<file path="src/rtl/dma_desc_chan.sv">
module dma_desc_chan #(
  parameter int DEPTH = 4,
  parameter int AW    = 32,
  parameter int STEP  = 4
) (
  input  logic          clk,
  input  logic          rst_n,
  input  logic          ctl_wr,
  input  logic [31:0]   ctl_wdata,
  output logic [31:0]   ctl_word,
  output logic [AW-1:0] buf_addr,
  input  logic          xfer_req,
  output logic          out_valid,
  input  logic          out_rdy,
  output logic          desc_req,
  input  logic          desc_ack,
  input  logic [31:0]   desc_ctl_in,
  input  logic [AW-1:0] desc_addr_in,
  output logic          st_en,
  output logic          st_act,
  output logic          irq_buf_end,
  output logic          irq_desc_loaded
);

  localparam int CW = $clog2(DEPTH + 1);

  logic [CW-1:0] cnt;
  logic          drain, fetch_pend, eob_q, dl_q;

  wire [15:0] len  = ctl_word[31:16];
  wire        fill = st_en & ctl_word[0] & ~drain & xfer_req &
                     (len != 16'd0) & (cnt != CW'(DEPTH));
  wire        pop  = out_valid & out_rdy;
  wire        load = desc_req & desc_ack;

  assign out_valid       = (cnt != '0);
  assign st_act          = out_valid;
  assign desc_req        = fetch_pend & ~st_en;
  assign irq_buf_end     = eob_q;
  assign irq_desc_loaded = dl_q;

  always_ff @(posedge clk or negedge rst_n) begin
    if (!rst_n) begin
      ctl_word   <= '0;
      buf_addr   <= '0;
      cnt        <= '0;
      st_en      <= 1'b0;
      drain      <= 1'b0;
      fetch_pend <= 1'b0;
      eob_q      <= 1'b0;
      dl_q       <= 1'b0;
    end else begin
      cnt   <= cnt + CW'(fill) - CW'(pop);
      eob_q <= 1'b0;
      dl_q  <= 1'b0;
      if (fill) buf_addr <= buf_addr + AW'(STEP);

      if (load) begin
        ctl_word   <= desc_ctl_in;
        buf_addr   <= desc_addr_in;
        st_en      <= desc_ctl_in[0];
        drain      <= 1'b0;
        fetch_pend <= 1'b0;
        dl_q       <= desc_ctl_in[6];
      end else if (ctl_wr) begin
        ctl_word <= ctl_wdata;
        if (ctl_wdata[0]) begin
          st_en <= 1'b1;
          drain <= 1'b0;
        end else if (st_en) begin
          if (out_valid | fill) drain <= 1'b1;
          else                  st_en <= 1'b0;
          if (ctl_wdata[1]) fetch_pend <= 1'b1;
        end
      end else begin
        if (fill) ctl_word[31:16] <= len - 16'd1;
        if (drain & ~out_valid) begin
          st_en <= 1'b0;
          drain <= 1'b0;
        end else if (st_en & ctl_word[0] & (len == 16'd0) & ~out_valid) begin
          st_en <= 1'b0;
          eob_q <= ctl_word[5];
          if (ctl_word[1]) fetch_pend <= 1'b1;
        end
        if (~st_en & ~ctl_word[0] & ctl_word[1] & xfer_req) fetch_pend <= 1'b1;
      end
    end
  end

endmodule

</file>
<file path="config.mk">
export PLATFORM = sky130hd
export DESIGN_NAME = dma_desc_chan
export DESIGN_NICKNAME = d
export VERILOG_FILES = /design/src/rtl/dma_desc_chan.sv
export SDC_FILE = /design/constraint.sdc
export NUM_CORES = 1
export LEC_CHECK = 0
export CAP_MARGIN = 30
export CORE_ASPECT_RATIO = 2
export CORE_UTILIZATION = 25
export CTS_CLUSTER_SIZE = 14
export DETAILED_ROUTE_END_ITERATION = 7
export GPL_TIMING_DRIVEN = 0
export PLACE_DENSITY = 0.49
export SYNTH_ARGS = -nofsm -noshare
export SYNTH_HDL_FRONTEND = slang
export SYNTH_SLANG_ARGS = --single-unit
export TNS_END_PERCENT = 20
</file>
<file path="constraint.sdc">
create_clock -name clk -period 2.7 [get_ports clk]
set_input_delay 0.675 -clock clk [delete_from_list [all_inputs] [get_ports clk]]
set_output_delay 0.675 -clock clk [all_outputs]
set_load 0.01 [all_outputs]
</file>
# [Word-level counts from Yosys, hierarchy flattened]
# Index checks and enable logic that the tools add are counted.
[op_classes] add_sub_neg=4 n_eq_ne=7 mux=33 bitwise_logic=19 reduce_logical=12
[ops] op="32-bit 2-to-1 mux" n=3
[ops] op="16-bit 2-to-1 mux" n=3
[ops] op="32-bit by 3-bit adder with 32-bit output (second input constant)" n=1
[ops] op="1-bit 2-to-1 mux" n=27
[ops] op="16-bit zero test" n=1
[ops] op="16-bit nonzero test" n=1
[ops] op="16-bit by 1-bit subtractor with 16-bit output (second input constant)" n=1
[ops] op="1-bit bitwise AND" n=14
[ops] op="4-bit nonzero test" n=3
[ops] op="3-bit nonzero test" n=3
[ops] op="4-bit by 1-bit inequality test with 1-bit output (second input constant)" n=2
[ops] op="3-bit by 1-bit inequality test with 1-bit output (second input constant)" n=2
[ops] op="6-bit AND reduction" n=1
[ops] op="4-bit by 3-bit inequality test with 1-bit output (second input constant)" n=1
[ops] op="1-bit inverter" n=4
[ops] op="2-bit nonzero test" n=2
[ops] op="3-bit by 1-bit adder with 3-bit output" n=1
[ops] op="3-bit by 2-bit inequality test with 1-bit output (second input constant)" n=1
[ops] op="3-bit inequality test (second input constant)" n=1
[ops] op="3-bit AND reduction" n=1
[ops] op="3-bit by 1-bit subtractor with 3-bit output" n=1
[ops] op="1-bit bitwise OR" n=1
[word_totals] reg_bits=72 out_inout_bits=70

# [Logic depth before layout (Yosys ltp)]
[depth] ltp_word=11 depth_mapped=14

# [Worst setup path after synthesis]
# Ideal clock, no wire load.
[synth_path] kind="reg2reg" from="register ctl_word[16]" to="register cnt[2]" setup_ns=0.125 arrival_time_ns=2.703 required_ns=2.575 slack_ns=-0.129 path_stages_with_launch=15 synth_period_minus_slack_ns=2.829 path_cell_list="dfrtp_1 > inv_1 > ha_1 > nor4b_1 > and4_1 > buf_2 > nor2_2 > inv_2 > ha_1 > inv_1 > ha_1 > inv_1 > fa_1 > xnor2_1 > xnor2_1"
[synth_via] elab_chain_len=5
[synth_lines] item="start, declared" line_no="10" rtl="output logic [31:0] ctl_word,"
[synth_lines] item="start signal, assigned" line_no="59" rtl="ctl_word <= desc_ctl_in;"
[synth_lines] item="start signal, assigned" line_no="66" rtl="ctl_word <= ctl_wdata;"
[synth_lines] item="start signal, assigned" line_no="76" rtl="if (fill) ctl_word[31:16] <= len - 16'd1;"
[synth_lines] item="16-bit nonzero test" line_no="32" rtl="(len != 16'd0) & (cnt != CW'(DEPTH));"
[synth_lines] item="1-bit bitwise AND" line_no="31" rtl="wire fill = st_en & ctl_word[0] & ~drain & xfer_req &"
[synth_lines] item="1-bit bitwise AND" line_no="32"
[synth_lines] item="3-bit by 1-bit adder with 3-bit output" line_no="53" rtl="cnt <= cnt + CW'(fill) - CW'(pop);"
[synth_lines] item="3-bit by 1-bit subtractor with 3-bit output" line_no="53"
[synth_lines] item="end signal, assigned" line_no="53"
[synth_lines] item="end, declared" line_no="27" rtl="logic [CW-1:0] cnt;"
# Every way passes these cells.
# A chain may end at the register's enable or synchronous reset.

# [Worst setup path after layout]
[layout_path] from="input port xfer_req" to="register cnt[2]"
[layout_via] elab_chain_len=5
[layout_lines] item="start, declared" line_no="12" rtl="input logic xfer_req,"
[layout_lines] item="1-bit bitwise AND (2 in a row)" line_no="31"
[layout_lines] item="1-bit bitwise AND" line_no="32"
[layout_lines] item="3-bit by 1-bit adder with 3-bit output" line_no="53"
[layout_lines] item="3-bit by 1-bit subtractor with 3-bit output" line_no="53"
# Every way passes these cells.

==> results.yml <==
synthesis:
  synth_seq_cells: 72
  async_reset_ff_share_pct: 100
  synth_area_leaders: "dfrtp_1 42%, nand2_1 5.6%, o21ai_1 5.2%"
  yosysSeqAreaShare_pct: 41.8
  yosysTopAreaCell: "dfrtp_1"
  synth_area_sq_um: 4310
  netlist_instances: 475
  synth_edf_count: 0
  netlist.area_leader.share_pct: 41.8
  syn-num-nets: 583
  yosysWarnings: 0
  synth.most_common_cell: "dfrtp_1"
  yosysUniqueCellTypes: 57
  synthTopCellsByCount: "72 x dfrtp_1, 64 x nand2_1, 45 x o21ai_1, 31 x a21oi_1, 26 x nor2_1"
  ys.flop_type: "dfrtp_1"
  post_synth.cell_area_avg_sq_um: 9.06
run_status:
  status: "finished with violations"
  violations: "negative setup slack"
pwr:
  power.share.clock_pct: 22.2
  power_density_nw_per_um2: 867
  p_leak_uw: 0.00255
  netSwitchingFraction_pct: 36.5
  power_uw: 5840
  netSwitchingPower_uw: 2130
  p_int_uw: 3710
  share_comb_of_total_power_pct: 42.8
  irDropWorstVdd_mv: 0.374
  seq_power_share_pct: 34.9
clock_tree:
  ctsHoldBuffers: 0
  tritoncts: "yes"
  clk_pin_slew_ns: 0.06
  clock_sinks: 72
  clockRootBuffer: "clkbuf_16"
  ctsHtreeMaxLevel: 3
  cts-buffers-inserted: 9
  cts_buffer_depth: 2
  clk_latency_ns: 0.34
sta:
  layout_min_cycle_time_ns: 2.73
  slew_viol_final: 0
  slew_headroom_pct: 48.4
  timing.final.ws_setup_ns: -0.0347
  max_clock_freq_ghz: 0.366
  hold_viol_final: 0
  worst_hold_slack_ns: 0.221
  setup_viol: 1
  grt_setup_unrepaired: "true"
  period_share_pct: 101
  max_slew.worst_pin.slew_ns: 0.767
  fin_skew_ns: 0.00662
floorplan:
  die_h_um: 188
  initial_core_util_pct: 25.7
  die_w_um: 94.8
  io_pins: 172
  rows: 67
  core_sq_um: 16800
  die_area_sq_um: 17800
worst_setup_path:
  cp_slowest_cell: "clkdlybuf4s50_1"
  cp_num_buf_inv: 4
  path_class: "input pin to flip-flop"
  crit_path_cell_trace: "clkdlybuf4s50_1, and4b_2, nand2_4, nor2_4, inv_4, ha_1, inv_1, ha_1, inv_1, fa_2, xnor2_2, xnor2_1"
  critPathTopFamily: "adder cells"
  critPathMaxStageDelay_ns: 0.53
  worstPathArrival_ns: 2.95
  critPathRequiredTime_ns: 2.91
  end_kind: "flip-flop"
  start_kind: "input pin"
  path_max_fanout: 7
grt:
  grt_usage_pct: 19.3
  overflow: 0
  antenna_found_initial: 0
  grt_pass1_wl_um: 25600
  grt_start_max_net_pins: 56
  grt_pass1_vias: 4659
finish:
  synthToLayoutAreaGrowth_pct: 56.3
  fin_nets: 770
  n_antenna_cell: 0
  drive_above_1_share_pct: 8.56
  final_util_pct: 40.1
route:
  wire_per_inst_um: 18.7
  antenna_left: 0
  via_per_inst: 5.02
  wl_um: 16300
  num_vias: 4382
  first_iter_violations: 219
  first_pass_iters: 4
  drc: 0
flow_run:
  maxCapViolCount: 0
placed_design:
  gp_congestion: 0.797
  dp_hpwl_um: 12800
  portBuffers: 171
worst_hold_path:
  holdCritPathClass: "input pin to asynchronous set/reset pin"
registers in the layout, indices dropped and copies added, names as in the netlist:
name and flops:
buf_addr 32, ctl_word 32, cnt 3, drain 1
fetch_pend 1, irq_buf_end 1, irq_desc_loaded 1, st_en 1
what timing repair did:
| item | 4_1_cts | 5_1_grt |
|---|---|---|
| gates resized for setup | 12 | 8 |
| buffers inserted | 3 | 1 |
| setup endpoints to repair | 13 | 20 |
| pin swaps | 3 | 3 |
final cells by class:
type | count | area (sq um)
fillers | 1711 | 10000
multi-input cells | 363 | 2400
flip-flops and latches | 72 | 1800
repair buffers | 176 | 1770
well taps | 207 | 259
clock buffers | 10 | 239
plain buffers | 30 | 145
clock inverters | 5 | 81.3
inverters | 10 | 40.0
power groups by stage:
stage          Clock, uW  Combinational [uW]  Sequential (uW)
2_1_floorplan          0                 991             2090
3_3_place_gp           0                2400             2030
3_5_place_dp           0                2450             2040
4_1_cts             1340                2510             2030
5_1_grt             1380                2730             2110
6_report            1300                2500             2040
cell families after synthesis:
group / share of synthesized area (%)
and+or+nand+nor: 26.9
AOI/OAI and AO/OA: 13.6
DFF: 41.8
buffers and inverters: 3.98
xor gates and xnor gates: 6.92
muxes: 4.88
adders and majority gates: 1.92
through the flow:
stage	area, sq um	setup slack (ns)	setup TNS [ns]	cells
5_1_grt	6730	-0.185	-1.63	873
4_1_cts	6710	-0.0788	-0.0788	872
2_1_floorplan	4320	0.0183	0	475
3_5_place_dp	6310	-0.831	-15.47	854
6_report	6730	-0.0347	-0.0347	873
3_3_place_gp	6290	-1.93	-152.00	853
layout by cell type (no fill, tap or decap), types with 10 or more instances in the layout:
cell type        instances
a21oi_1                 31
clkbuf_1                15
clkdlybuf4s50_1        170
dfrtp_1                 71
mux2i_1                 21
nand2_1                 63
nand3_1                 11
nand4_1                 12
nor2_1                  25
nor4_1                  10
o21ai_1                 45
xnor2_1                 23
xor2_1                  10
final timing paths:
kind / end / slack (ns) / cells after the start / startpoint
max reg2reg: cnt[2]$_DFF_PN0_ / 0.01 / 12 / ctl_word[25]$_DFFE_PN0P_
max: cnt[2]$_DFF_PN0_ / -0.03 / 12 / xfer_req
min in group clk: buf_addr[0]$_DFFE_PN0P_ / 0.47 / 2 / buf_addr[0]$_DFFE_PN0P_
min: ctl_word[31]$_DFFE_PN0P_ / 0.22 / 1 / rst_n
max in group asynchronous: cnt[1]$_DFF_PN0_ / 1.89 / 2 / rst_n
min reg2reg: buf_addr[0]$_DFFE_PN0P_ / 0.47 / 2 / buf_addr[0]$_DFFE_PN0P_
metal layers:
layer / GRT usage [%] / up-vias / wire [um]
met5: 0 / - / 0
met4: 7.11 / 0 / 340
met3: 2.84 / 18 / 826
met2: 37.2 / 161 / 9480
met1: 20.0 / 2113 / 5680
li1: - / 2090 / -
No activity file was read; power rests on OpenSTA's default activity.
